[config.mk]
export PLATFORM = sky130hd
export DESIGN_NAME = tmr16_regs
export DESIGN_NICKNAME = d
export VERILOG_FILES = /design/src/rtl/tmr16_pkg.sv /design/src/rtl/tmr16_step.sv /design/src/rtl/tmr16_rdmux.sv /design/src/rtl/tmr16_regs.sv
export SDC_FILE = /design/constraint.sdc
export NUM_CORES = 1
export LEC_CHECK = 0
export ABC_CLOCK_PERIOD_IN_PS = 1880
export BUFFER_PORTS_ARGS = -buffer_cell sky130_fd_sc_hd__buf_2
export CORE_UTILIZATION = 50
export DETAILED_ROUTE_END_ITERATION = 16
export PLACE_DENSITY = 0.76
export SLEW_MARGIN = 20
export SYNTH_ARGS = -nofsm -noshare
export SYNTH_HDL_FRONTEND = slang
export SYNTH_SLANG_ARGS = --single-unit
[constraint.sdc]
create_clock -name clk -period 1.88 [get_ports clk]
set_input_delay 0.282 -clock clk [delete_from_list [all_inputs] [get_ports clk]]
set_output_delay 0.282 -clock clk [all_outputs]
set_load 0.01 [all_outputs]
[src/rtl/tmr16_pkg.sv]
`timescale 1ns/1ps
package tmr16_pkg;
    localparam int BYTE_W = 8;
    localparam int CNT_W  = 2 * BYTE_W;

    localparam logic [CNT_W-1:0] CNT_RST = CNT_W'(1);
    localparam logic [CNT_W-1:0] RLD_RST = '1;

    typedef struct packed {
        logic [CNT_W-1:0]  cnt;
        logic [CNT_W-1:0]  rld;
        logic [BYTE_W-1:0] stage;
        logic [BYTE_W-1:0] hold;
        logic              tc;
    } tmr_state_t;
endpackage

[src/rtl/tmr16_step.sv]
`timescale 1ns/1ps
module tmr16_step
    import tmr16_pkg::*;
(
    input  logic [CNT_W-1:0]  cnt_q,
    input  logic [CNT_W-1:0]  rld_q,
    input  logic              en,
    input  logic              wr_hi,
    input  logic              wr_lo,
    input  logic [BYTE_W-1:0] wdata,
    output logic [CNT_W-1:0]  cnt_d,
    output logic              tc_d
);
    logic hit;
    logic [CNT_W-1:0] stepped;

    always_comb begin
        hit     = (cnt_q == rld_q);
        stepped = cnt_q;
        if (en) begin
            stepped = hit ? CNT_RST : cnt_q + CNT_W'(1);
        end
        tc_d  = en && hit;
        cnt_d = stepped;
        if (wr_hi) begin
            cnt_d[CNT_W-1:BYTE_W] = wdata;
        end
        if (wr_lo) begin
            cnt_d[BYTE_W-1:0] = wdata;
        end
    end
endmodule

[src/rtl/tmr16_rdmux.sv]
`timescale 1ns/1ps
module tmr16_rdmux
    import tmr16_pkg::*;
#(
    parameter int ADDR_W = 3
) (
    input  logic [ADDR_W-1:0] addr,
    input  logic              en,
    input  logic [CNT_W-1:0]  cnt_q,
    input  logic [CNT_W-1:0]  rld_q,
    input  logic [BYTE_W-1:0] hold_q,
    output logic [BYTE_W-1:0] rdata
);
    always_comb begin
        rdata = '0;
        case (addr)
            ADDR_W'(0): rdata = cnt_q[CNT_W-1:BYTE_W];
            ADDR_W'(1): rdata = en ? hold_q : cnt_q[BYTE_W-1:0];
            ADDR_W'(2): rdata = rld_q[CNT_W-1:BYTE_W];
            ADDR_W'(3): rdata = rld_q[BYTE_W-1:0];
            default:    rdata = '0;
        endcase
    end
endmodule

[src/rtl/tmr16_regs.sv]
`timescale 1ns/1ps
module tmr16_regs
    import tmr16_pkg::*;
#(
    parameter int ADDR_W = 3
) (
    input  logic              clk,
    input  logic              rst_n,
    input  logic              en,
    input  logic [ADDR_W-1:0] addr,
    input  logic [BYTE_W-1:0] wdata,
    input  logic              wr,
    input  logic              rd,
    output logic [BYTE_W-1:0] rdata,
    output logic              tc_pulse
);
    localparam logic [ADDR_W-1:0] OFS_CHI = ADDR_W'(0);
    localparam logic [ADDR_W-1:0] OFS_CLO = ADDR_W'(1);
    localparam logic [ADDR_W-1:0] OFS_RHI = ADDR_W'(2);
    localparam logic [ADDR_W-1:0] OFS_RLO = ADDR_W'(3);

    tmr_state_t st_d, st_q;

    logic [CNT_W-1:0] cnt_step_d;
    logic             tc_step_d;
    logic             wr_chi, wr_clo;

    assign wr_chi = wr && (addr == OFS_CHI);
    assign wr_clo = wr && (addr == OFS_CLO);

    tmr16_step u_step (
        .cnt_q (st_q.cnt),
        .rld_q (st_q.rld),
        .en    (en),
        .wr_hi (wr_chi),
        .wr_lo (wr_clo),
        .wdata (wdata),
        .cnt_d (cnt_step_d),
        .tc_d  (tc_step_d)
    );

    tmr16_rdmux #(.ADDR_W(ADDR_W)) u_rdmux (
        .addr   (addr),
        .en     (en),
        .cnt_q  (st_q.cnt),
        .rld_q  (st_q.rld),
        .hold_q (st_q.hold),
        .rdata  (rdata)
    );

    always_comb begin
        st_d     = st_q;
        st_d.cnt = cnt_step_d;
        st_d.tc  = tc_step_d;
        if (rd && en && (addr == OFS_CHI)) begin
            st_d.hold = st_q.cnt[BYTE_W-1:0];
        end
        if (wr && (addr == OFS_RHI)) begin
            st_d.stage = wdata;
        end
        if (wr && (addr == OFS_RLO)) begin
            st_d.rld = {st_q.stage, wdata};
        end
    end

    always_ff @(posedge clk or negedge rst_n) begin
        if (!rst_n) begin
            st_q.cnt   <= CNT_RST;
            st_q.rld   <= RLD_RST;
            st_q.stage <= '0;
            st_q.hold  <= '0;
            st_q.tc    <= 1'b0;
        end else begin
            st_q <= st_d;
        end
    end

    assign tc_pulse = st_q.tc;
endmodule

==> metrics.txt <==
Worst EP required=1.60 ns; main flop type after synthesis=dfrtp_1; Synth top area share=28.1%; Max Slew Vio Count=0; crit path DAT=1.55 ns; gr ovfl total=0; Internal=2410 uW; CTS Sinks=49; final setup vio count=0; register area share after synthesis=43.7%; # IOs=25; drt drc=0; Initial Util=51.8%; Reg clk slew, reported paths=0.09 ns; Post-Place Cell Area=3170 sq um; Critical Path Max Stage Delay=0.49 ns; PD cells=1160 nW/um^2; Final TNS setup=0 ns; Via density=6.16; EDFF count, synth=0; number of library cell types mapped by synthesis=45; worst-path cell chain=nor2b_1, a21oi_1, o221ai_1, buf_2; Die Area=6010 sq um; R2R setup slack=0.09 ns; worst-margin pin slew=0.599 ns; CP endpoint=rdata[3]; Die H=77.5 um; critical path's top delay family=flip-flops; Post-Syn Area=2850 sq um; CP Depth=4; TritonCTS buffer count=5; yosys warns=0; crit path max fanout=7; Reg-to-Reg Start=st_q[38]$_DFFE_PN0P_; most common cell after layout, fill and taps aside=dfrtp_1; NumNets Final=346; RSZ-0062 raised after global routing=true; number of synthesized register bits=49; ant diodes=0; syn_area_per_cell=9.87 sq um; H-Tree Depth=2; reg2reg path depth=7; vias in the first global route=2,311; Final Hold Viols=0; core area=5510 sq um; largest net degree at the start of global routing=28; worst hold slack=0.237 ns; CTS tree=built; Sw Ratio=37.4%; first-pass GRT wire length=12,000 um; post-route cell area=3330 sq um; DR pass1 iterations=5; routed len/inst=18.8 um; Detail Route Antenna Nets=0; share of layout cells above drive strength 1=35.8%; clock power share=16.2%; Min-Delay Startpoint=wdata[0]; commonest cells after routing, fill and taps aside=dfrtp_1, nor2_1, mux2_2, buf_4, buf_2; Comb power frac=38.2%; timing startpoint of the critical path=st_q[36]$_DFFE_PN0P_; clk root buf=clkbuf_8; CP startpoint kind=flip-flop; All-Layer GR Usage=26.8%; GPL Wtd Cong=0.931; Flop pwr share=45.6%; P&R area growth vs syn=16.8%; sw power=1440 uW; worst hold path class=in -> reg; Final period util=97.4%; Clock Skews=0.00835 ns; maxcap violations=0; Syn Nets=306; Tmin final=1.83 ns; clk buf depth=2; worst vdd ir=0.000562 V; Crit-path slowest cell=dfrtp_1; DRT iter0 DRCs=202; Slew HR=60.1%; Syn Inst Count=289; status=finished clean; LEAKAGE=0.00140 uW; ys async rst share=100%; reg-to-reg endpoint=st_q[47]$_DFFE_PN0P_; row count=27; Fill cells=489; Setup CP Type=reg -> out; Port Buffers=24; Yosys top cell by area=dfrtp_1; largest cells by area after synthesis=dfrtp_1, dfstp_2, mux2_2; f_max=0.546 GHz; Worst setup EP type=output pin; later-pin clock latency in the skew report=0.31 ns; final WL=7550 um; initial antenna violation count=0; Die Width=77.5 um; Vias=2,477; Critical path buffers and inverters=1; HPWL Detailed=5560 um
[worst min-delay path, cell delays in order]
cell and delay, ns:
buf_2 0.13, nand2_1 0.07, o31ai_2 0.06
[final cells by class]
cell class                 count  area (sq um)  share of cell area (%)
multi-input combinational    218          1550                    46.5
sequential                    49          1250                    37.4
timing repair buffer          52           349                    10.5
tap                           72          90.1                    2.70
clock buffer                   7          76.3                    2.29
inverter                       3          11.3                   0.338
clock inverter                 1          7.51                   0.225
[metal layers]
metal / up-vias / GRT usage (%) / part of all wire [%]
met5: - / 0 / 0
met4: 0 / 7.36 / 1.4
met3: 17 / 6.94 / 7.1
met2: 120 / 40.4 / 46
met1: 1211 / 38.0 / 46
li1: 1129 / - / -
[power groups by stage]
stage,Combinational (uW),Sequential [uW],Clock (uW)
after detailed placement,1360,1760,0
after global routing,1610,1790,675
after floorplan,976,1660,0
after CTS,1380,1750,630
final,1470,1760,622
after global placement,1340,1750,0
[worst min path at each step]
stage | cells past startpoint | endpoint | slack (ns)
final | 3 | st_q[33]$_DFFE_PN1P_ | 0.24
after global routing | 3 | st_q[33]$_DFFE_PN1P_ | 0.25
after CTS | 3 | st_q[33]$_DFFE_PN1P_ | 0.23
after detailed placement | 1 | tc_pulse$_DFF_PN0_ | 0.31
after global placement | 1 | tc_pulse$_DFF_PN0_ | 0.31
after floorplan | 0 | st_q[10]$_DFFE_PN0P_ | -0.01
[synthesized netlist by cell type (2+ instances only)]
cell type	instances
a31oi_1	8
nor2b_1	7
nor4_1	3
and2_1	3
mux2_2	25
nor2_1	29
o21ai_1	8
nand2_1	23
nand4b_1	3
nor4_2	3
o21ai_0	3
a22oi_1	4
nor3_2	2
inv_1	2
clkbuf_1	4
a21oi_1	23
xor2_1	16
dfstp_2	17
mux2i_1	5
and3_1	9
buf_2	14
nand3_1	11
nor4b_1	3
dfrtp_1	32
mux2_1	7
o221ai_1	6
[kinds of logic (layout without fill, tap and decap cells)]
group	Yosys count	after routing	synth area share [%]
multiplexers	37	37	14.4
buffers and inverters	22	63	3.51
adder cells (fa/ha/maj)	1	1	0.439
flip-flops	49	49	43.7
AO/OA/AOI/OAI	60	60	13.3
AND/OR/NAND/NOR	104	104	19.7
XOR/XNOR	16	16	4.91
[through the flow]
| stage | worst slack, ns | instances | util [%] | power [uW] |
|---|---|---|---|---|
| after floorplan | 0.238 | 289 | - | 2630 |
| after global placement | 0.0547 | 391 | 57.6 | 3080 |
| after detailed placement | 0.00402 | 391 | 57.6 | 3130 |
| after CTS | 0.000484 | 400 | 59.4 | 3750 |
| after global routing | -0.0204 | 402 | 60.5 | 4070 |
| final | 0.0482 | 402 | 60.5 | 3850 |
[registers in the layout (all words and copies together), names as in the netlist]
signal and cells:
st_q 48, tc_pulse 1
[timing repair]
action | 4_1_cts | 5_1_grt
setup buffers | 0 | 2
hold endpoints to repair | 17 | 0
setup endpoints to repair | 1 | 21
pin swaps | 0 | 3
hold buffers | 1 | 0
resized for setup | 1 | 12
Power figures use the tool's default switching activity.
